==> config.mk <==
export PLATFORM = sky130hd
export DESIGN_NAME = dp_core
export DESIGN_NICKNAME = d
export VERILOG_FILES = /design/src/rtl/dp_pkg.sv /design/src/rtl/dp_regfile.sv /design/src/rtl/dp_alu.sv /design/src/rtl/dp_ram.sv /design/src/rtl/dp_core.sv
export SDC_FILE = /design/constraint.sdc
export NUM_CORES = 2
export LEC_CHECK = 0
export BUFFER_PORTS_ARGS = -buffer_cell sky130_fd_sc_hd__buf_4
export CAP_MARGIN = 0
export CORE_ASPECT_RATIO = 0.6
export CORE_UTILIZATION = 31
export DETAILED_ROUTE_END_ITERATION = 7
export PLACE_DENSITY = 0.47
export SLEW_MARGIN = 20
export SYNTH_ARGS = -nofsm -noshare
export SYNTH_HDL_FRONTEND = slang
export SYNTH_SLANG_ARGS = --single-unit
==> constraint.sdc <==
create_clock -name clk_i -period 15.05 [get_ports clk_i]
set_input_delay 2.2575 -clock clk_i [delete_from_list [all_inputs] [get_ports clk_i]]
set_output_delay 2.2575 -clock clk_i [all_outputs]
set_load 0.01 [all_outputs]
==> src/rtl/dp_pkg.sv <==
package dp_pkg;
  typedef enum logic [4:0] {
    FS_PASS_A = 5'b00000,
    FS_INC    = 5'b00001,
    FS_ADD    = 5'b00010,
    FS_SUB    = 5'b00101,
    FS_DEC    = 5'b00110,
    FS_AND    = 5'b01000,
    FS_OR     = 5'b01010,
    FS_XOR    = 5'b01100,
    FS_NOT    = 5'b01110,
    FS_PASS_B = 5'b10000,
    FS_SHR    = 5'b10100,
    FS_SHL    = 5'b11000
  } fs_e;

  typedef struct packed {
    logic v;
    logic c;
    logic n;
    logic z;
  } flags_t;
endpackage

==> src/rtl/dp_regfile.sv <==
module dp_regfile #(
  parameter int W  = 8,
  parameter int AW = 2
) (
  input  logic          clk_i,
  input  logic          rst_ni,
  input  logic          we_i,
  input  logic [AW-1:0] wa_i,
  input  logic [W-1:0]  wd_i,
  input  logic [AW-1:0] ra_a_i,
  input  logic [AW-1:0] ra_b_i,
  output logic [W-1:0]  rd_a_o,
  output logic [W-1:0]  rd_b_o
);
  localparam int N = 1 << AW;

  logic [N-1:0] ld;
  logic [W-1:0] q [N];

  // write decoder gated by enable
  always_comb ld = we_i ? ({{(N-1){1'b0}}, 1'b1} << wa_i) : '0;

  for (genvar g = 0; g < N; g++) begin : g_reg
    logic [W-1:0] r_q;
    always_ff @(posedge clk_i or negedge rst_ni) begin
      if (!rst_ni)   r_q <= '0;
      else if (ld[g]) r_q <= wd_i;
    end
    assign q[g] = r_q;
  end

  assign rd_a_o = q[ra_a_i];
  assign rd_b_o = q[ra_b_i];
endmodule

==> src/rtl/dp_alu.sv <==
module dp_alu #(
  parameter int W = 8
) (
  input  logic [W-1:0]   a_i,
  input  logic [W-1:0]   b_i,
  input  logic [4:0]     fs_i,
  output logic [W-1:0]   f_o,
  output dp_pkg::flags_t flg_o
);
  import dp_pkg::*;

  logic [W-1:0] opb;
  logic         cin;
  logic         arith;
  logic [W:0]   sum;

  // operand select for the shared adder
  always_comb begin
    opb   = '0;
    cin   = 1'b0;
    arith = 1'b1;
    case (fs_i)
      FS_INC:  cin = 1'b1;
      FS_ADD:  opb = b_i;
      FS_SUB:  begin opb = ~b_i; cin = 1'b1; end
      FS_DEC:  opb = '1;
      default: arith = 1'b0;
    endcase
  end

  assign sum = {1'b0, a_i} + {1'b0, opb} + {{W{1'b0}}, cin};

  always_comb begin
    case (fs_i)
      FS_AND:    f_o = a_i & b_i;
      FS_OR:     f_o = a_i | b_i;
      FS_XOR:    f_o = a_i ^ b_i;
      FS_NOT:    f_o = ~a_i;
      FS_PASS_B: f_o = b_i;
      FS_SHR:    f_o = b_i >> 1;
      FS_SHL:    f_o = b_i << 1;
      default:   f_o = arith ? sum[W-1:0] : a_i;
    endcase
  end

  assign flg_o.c = arith & sum[W];
  assign flg_o.v = arith & (a_i[W-1] == opb[W-1]) & (sum[W-1] != a_i[W-1]);
  assign flg_o.n = f_o[W-1];
  assign flg_o.z = (f_o == '0);
endmodule

==> src/rtl/dp_ram.sv <==
module dp_ram #(
  parameter int W = 8
) (
  input  logic         clk_i,
  input  logic         we_i,
  input  logic [W-1:0] addr_i,
  input  logic [W-1:0] wd_i,
  output logic [W-1:0] rd_o
);
  localparam int DEPTH = 1 << W;

  logic [W-1:0] mem [DEPTH];

  always_ff @(posedge clk_i) begin
    if (we_i) mem[addr_i] <= wd_i;
  end

  assign rd_o = mem[addr_i];
endmodule

==> src/rtl/dp_core.sv <==
module dp_core #(
  parameter int DATA_W = 8,
  parameter int RA_W   = 2
) (
  input  logic              clk_i,
  input  logic              rst_ni,
  input  logic [RA_W-1:0]   aa_i,
  input  logic [RA_W-1:0]   ba_i,
  input  logic [RA_W-1:0]   da_i,
  input  logic              wr_i,
  input  logic [4:0]        fs_i,
  input  logic              mw_i,
  input  logic              md_i,
  output logic [DATA_W-1:0] rd_a_o,
  output logic [DATA_W-1:0] rd_b_o,
  output logic [DATA_W-1:0] alu_f_o,
  output logic              v_o,
  output logic              c_o,
  output logic              n_o,
  output logic              z_o
);
  dp_pkg::flags_t    flg;
  logic [DATA_W-1:0] ram_q;
  logic [DATA_W-1:0] wb_d;

  dp_regfile #(.W(DATA_W), .AW(RA_W)) i_regfile (
    .clk_i  (clk_i),
    .rst_ni (rst_ni),
    .we_i   (wr_i),
    .wa_i   (da_i),
    .wd_i   (wb_d),
    .ra_a_i (aa_i),
    .ra_b_i (ba_i),
    .rd_a_o (rd_a_o),
    .rd_b_o (rd_b_o)
  );

  dp_alu #(.W(DATA_W)) i_alu (
    .a_i   (rd_a_o),
    .b_i   (rd_b_o),
    .fs_i  (fs_i),
    .f_o   (alu_f_o),
    .flg_o (flg)
  );

  dp_ram #(.W(DATA_W)) i_ram (
    .clk_i  (clk_i),
    .we_i   (mw_i),
    .addr_i (rd_a_o),
    .wd_i   (rd_b_o),
    .rd_o   (ram_q)
  );

  assign wb_d = md_i ? ram_q : alu_f_o;

  assign v_o = flg.v;
  assign c_o = flg.c;
  assign n_o = flg.n;
  assign z_o = flg.z;
endmodule

* Word level (Yosys, flattened, before mapping)
Memories as Yosys holds them, arrays and structs flattened. Index checks and enable logic that the tools add are counted.
Word-level totals: input bits 16, RAM bits 2048, word-level logic and storage cells 51, register bits 32, memories kept 1, output and inout port bits 28
Memory list:
- i_ram.mem | depth 256, bits a word 8, read ports 1, clocked after Yosys merged registers in 0, write ports 1, line dp_ram.sv:12 | logic [W-1:0] mem [DEPTH];
Cells by class: reduce and logical (&&, ||, !) cells 3, eq/ne operators 13, bitwise logic cells 10, order comparisons 2, mux-type cells 15, add/subtract/negate cells 2, shifts and indexed selects 1
Operators by type and width (count):
- $pmux W8 S7 | 1
- $mux W8 | 6
- $bmux W8 S2 | 2
- $pmux W8 S3 | 1
- $eq A5 B4 Y1 const B | 4
- $not A8 Y8 | 2
- $eq A5 B5 Y1 const B | 3
- $eq A5 B3 Y1 const B | 2
- $add A8 B8 Y9 | 1
- $add A9 B1 Y9 | 1
- $and A8 B8 Y8 | 1
- $logic_not A8 Y1 | 1
- $or A8 B8 Y8 | 1
- $xor A8 B8 Y8 | 1
- $ge A3 B3 Y1 const B | 2
- $not A2 Y3 | 2
- $eq A5 B1 Y1 const B | 1
- $eq A5 B2 Y1 const B | 1
- $mux W1 | 4
- $mux W4 | 1
- $reduce_or A4 Y1 | 1
- $shl A1 B2 Y4 const A | 1
- $and A1 B1 Y1 | 3
- $reduce_or A2 Y1 | 1
- other kinds (2) | 2

* Logic depth before layout (Yosys ltp)
word-level depth 11, mapped depth 21

* Hierarchy
A second synthesis with hierarchy kept.
Second synthesis, totals: cells, all modules 3882, area, all modules 81779.7 µm²
By module, submodules not included:
- dp_ram | instances 1, cells each 3539, area each 78332.6 µm²
- dp_alu | instances 1, cells each 246, area each 1725.4 µm²
- dp_regfile | instances 1, cells each 88, area each 1590.3 µm²
- dp_core | instances 1, cells each 9, area each 131.4 µm²

* Least setup slack after synthesis
OpenSTA, ideal clock, no wires.
kind input to output, start point input port ba_i[0], end point output port z_o, data required time 12.793 ns, slack 5.364 ns, stages on the path 15, data arrival time 7.428 ns, buffers on the path 1, path through clkbuf_1 mux4_2 inv_1 nand2_1 a21oi_1 fa_1 fa_1 a21o_1 a21oi_1 o21bai_1 a21oi_1 xnor2_1 a211oi_1 a21oi_1 and4bb_2
Between the ends: longest elaborated chain between the ends 11, elaborated cells between the ends (all ways) 14, classes of those cells add/sub (2); mux (6); bitwise (5); reduce/logical (1)
RTL lines:
- start, declared | line dp_core.sv:8 | input logic [RA_W-1:0] ba_i,
- $not A2 Y3 (implied by the code) (*) | line dp_regfile.sv:33 | assign rd_b_o = q[ra_b_i];
- $bmux W8 S2 (*) | line dp_regfile.sv:33
- $mux W8 (implied by the code) (*) (2 in series) | line dp_regfile.sv:33
- named net rd_b_o[0] | line dp_core.sv:15 | output logic [DATA_W-1:0] rd_b_o,
- $not A8 Y8 | line dp_alu.sv:25 | FS_SUB: begin opb = ~b_i; cin = 1'b1; end
- $pmux W8 S3 (*) | line dp_alu.sv:22 | case (fs_i)
- $add A8 B8 Y9 (*) | line dp_alu.sv:31 | assign sum = {1'b0, a_i} + {1'b0, opb} + {{W{1'b0}}, cin};
- $add A9 B1 Y9 (*) | line dp_alu.sv:31
- $mux W8 (*) | line dp_alu.sv:42 | default: f_o = arith ? sum[W-1:0] : a_i;
- $pmux W8 S7 (*) | line dp_alu.sv:34 | case (fs_i)
- named net alu_f_o[6] | line dp_core.sv:16 | output logic [DATA_W-1:0] alu_f_o,
- $logic_not A8 Y1 (*) | line dp_alu.sv:49 | assign flg_o.z = (f_o == '0);
- end, declared | line dp_core.sv:20 | output logic z_o
Mark *: on every way through the listed nets, which the timed path passes. The rest lies on a longest branch. The select of a mux whose other input is x is not followed.

* Worst setup path after layout
start point input port aa_i[1], end point output port z_o
Between the ends: longest elaborated chain between the ends 9, elaborated cells between the ends (all ways) 13, classes of those cells add/sub (2); mux (5); bitwise (5); reduce/logical (1)
RTL lines:
- start, declared | line dp_core.sv:7 | input logic [RA_W-1:0] aa_i,
- $not A2 Y3 (implied by the code) (*) | line dp_regfile.sv:32 | assign rd_a_o = q[ra_a_i];
- $bmux W8 S2 (*) | line dp_regfile.sv:32
- $mux W8 (implied by the code) (*) (2 in series) | line dp_regfile.sv:32
- $add A8 B8 Y9 | line dp_alu.sv:31
- $add A9 B1 Y9 | line dp_alu.sv:31
- $mux W8 | line dp_alu.sv:42
- $pmux W8 S7 (*) | line dp_alu.sv:34
- $logic_not A8 Y1 (*) | line dp_alu.sv:49
Mark *: on every way between the ends. The rest lies on a longest branch, timed or not. The select of a mux whose other input is x is not followed.

==> flow_summary.ini <==
[status]
status = complete, no violations

[floorplanning]
chipHeight_um = 408
core_area_um2 = 272000
dieArea_um2 = 277000
die_w_um = 678
row_count = 148
start_util_pct = 31.3
io_pins = 44

[power_and_ir_drop]
p_seq_share_pct = 37.5
combPwrFrac_pct = 38.3
clkPwrFrac_pct = 24.3
ir_drop_mv = 0.172
switching_share_pct = 40.6
p_int_w = 0.0117
powerDensity_nw_per_um2 = 207
switching_power_w = 0.00801
power.leakage_nw = 30.4

[synth]
synth_area_um2 = 85100
yosysTopAreaCellShare_pct = 72.3
synth-main-ff-cell = edfxtp_1
synth_top_family_by_area = multiplexers
synth.distinct_cells = 82
yosys.area_share.xor_xnor_pct = 0.0721
synth_area_leader_cell = edfxtp_1
syn_inst = 5432
synth_compound_area_share_pct = 6.40
synth_edf_count = 2048
synthesis.nets = 5473
syn_area_per_cell_um2 = 15.7
ys_seq_area_share_pct = 73.2
ys_warn_count = 0
async_flop_share_pct = 1.54
synth_mux_area_share_pct = 8.96
synthSimpleGateAreaFrac_pct = 8.19
yosys-top-cells-area = edfxtp_1 72%, mux2i_1 5.2%, mux4_2 3.5%, nand2_1 2.9%, a211oi_1 2.1%
synth_adder_area_share_pct = 0.385
ys_ff_latch = 2080

[cts]
ctsHoldBuffers = 0
cts_tree = done
clock_latency_ns = 0.88
postCtsSetupRepairBufs = 0
clock_tree.htree_level_count = 4
post_cts_resized = 0
numCtsBuffers = 192
cts_max_path_buffers = 4
clock-root-buffer = clkbuf_16
clk_pin_slew_ns = 0.06
clock-sinks = 2080

[timing]
worst_slew_pin_slew_ns = 1.29
setup_viol = 0
maxSlewHeadroom_pct = 13.3
fin_skew_ns = 0.0499
period_needed_ns = 8.92
clock.fmax_mhz = 112
fin_tns_setup_ns = 0
hold_viol = 0
finalMaxSlewViolations = 0
fin_crit_sh_pct = 59.2
rsz0062_at_grt = false

[worst_setup_path]
arrival_ns = 6.66
rrSetupSlack_ns = 8.29
startpoint_type = primary input
cp-end-kind = output pin
timing.rr.end = i_regfile.g_reg[1].r_q[7]
endpoint = z_o
required_ns = 12.79
rr_startpoint = i_regfile.g_reg[2].r_q[0]
path_class = primary input to output pin
cp_max_fo = 109
crit_path_start = aa_i[1]
r2r_cells = 14

[layout]
area_growth_pct = 12.1
final_cell_mix = 2048 x edfxtp_1, 648 x nand2_1, 443 x mux2i_1
layout_commonest_cell = edfxtp_1
drive_above_1_share_pct = 12.6
utilization_pct = 35.1
nets = 5550

[global_routing]
grt_max_degree = 130
antenna_found_initial = 35
grt_pass1_wl_mm = 409
grt_pass1_vias = 47200
grt-ovfl-total = 0
grt_use_total_pct = 21.1

[placed_design]
gp_congestion = 0.873
hpwl_mm = 191
io_buffers = 43

[drt]
ant_nets = 0
routedWlPerCell_um = 32.3
via_count = 50900
via_per_inst = 5.50
drtIter0Drc = 7261
first_pass_iters = 8
wl_mm = 299
drc = 0

[hold_path]
hold_class = flip-flop to flip-flop

[job]
maxCapViolations = 0
[cells in the mapped netlist (5+ instances only)]
master,number
nand3_1,88
and2_1,10
buf_2,112
a22oi_1,21
nand4_1,25
a221oi_1,6
nor2_1,306
o22ai_1,102
edfxtp_1,2048
inv_1,19
a211oi_1,237
mux4_2,132
buf_1,16
xnor2_1,6
or4_1,15
ha_1,23
nor2b_1,226
dfrtp_1,32
o211ai_1,14
o21ai_1,8
mux2i_1,443
nor4_1,33
a21o_1,5
nor3_1,54
and3_1,77
o2111ai_1,10
buf_8,7
mux2_2,18
a22o_1,8
clkbuf_1,102
o21ai_0,134
buf_4,60
nand2_1,656
buf_6,56
o31ai_1,8
a21oi_1,101
o221ai_1,6
a31oi_1,131
[power by group through the flow]
stage                     Combinational, W  Sequential, W  Clock, W
after floorplan                    0.00400        0.00760         0
after global placement             0.00736        0.00752         0
after detailed placement           0.00741        0.00752         0
after CTS                          0.00743        0.00739   0.00485
after global routing               0.00782        0.00740   0.00506
final                              0.00756        0.00740   0.00479
[flip-flops by register name (all words and copies together) (netlist names)]
signal           count
i_ram.mem         2048
i_regfile.g.r_q     32
[layout make-up]
type | count | area [um^2]
Multi-Input combinational cell | 2971 | 20700
Clock inverter | 102 | 746
Fill cell | 25800 | 177000
Sequential cell | 2080 | 62300
Timing Repair Buffer | 239 | 1860
Antenna cell | 6 | 15.0
Inverter | 25 | 143
Tap cell | 3600 | 4500
Clock buffer | 236 | 5090
[worst min-delay path by stage]
| stage | from | end | slack (ns) | cells past startpoint |
|---|---|---|---|---|
| CTS | i_regfile.g_reg[1].r_q[3] | i_regfile.g_reg[1].r_q[3] | 0.51 | 2 |
| floorplan | i_regfile.g_reg[2].r_q[0] | i_regfile.g_reg[2].r_q[0] | 0.46 | 2 |
| global placement | i_regfile.g_reg[2].r_q[7] | i_regfile.g_reg[2].r_q[7] | 0.49 | 2 |
| global route | i_regfile.g_reg[1].r_q[0] | i_regfile.g_reg[1].r_q[0] | 0.55 | 2 |
| finish | i_regfile.g_reg[1].r_q[3] | i_regfile.g_reg[1].r_q[3] | 0.51 | 2 |
| detailed placement | i_regfile.g_reg[1].r_q[3] | i_regfile.g_reg[1].r_q[3] | 0.50 | 2 |
[worst max-delay path, stage by stage]
cell and delay (ns):
buf_4 0.27, mux2i_1 0.28, mux2_8 0.55, clkinv_16 0.45, fa_1 0.61, fa_1 0.45
a21o_1 0.18, a21oi_1 0.22, o21bai_1 0.10, a21oi_1 0.27, xnor2_1 0.11, a211oi_1 0.28
a21oi_1 0.11, and4bb_2 0.31, buf_4 0.12
[cells by family after synthesis]
family | after synthesis
DFF | 2080
buffers and inverters | 381
adders and majority gates | 25
AOI/OAI and AO/OA | 829
and+or+nand+nor | 1516
muxes | 594
xor gates and xnor gates | 7
[per-stage QoR]
stage	cells	hold slack [ns]	total power [W]	worst slack [ns]	instance area [um^2]
2_1_floorplan	5432	0.465	0.0116	5.36	85100
3_3_place_gp	8914	0.494	0.0149	5.83	89400
3_5_place_dp	8915	0.499	0.0149	6.18	89500
4_1_cts	9253	0.513	0.0197	6.17	95300
5_1_grt	9255	0.547	0.0203	5.92	95400
6_report	9259	0.513	0.0197	6.13	95400
[routing by layer]
layer,part of all wire [%],track usage (%)
met3,12,6.42
met5,0.033,0
met1,48,34.1
met2,39,27.5
met4,1.7,3.44
Power figures use the tool's default switching activity.
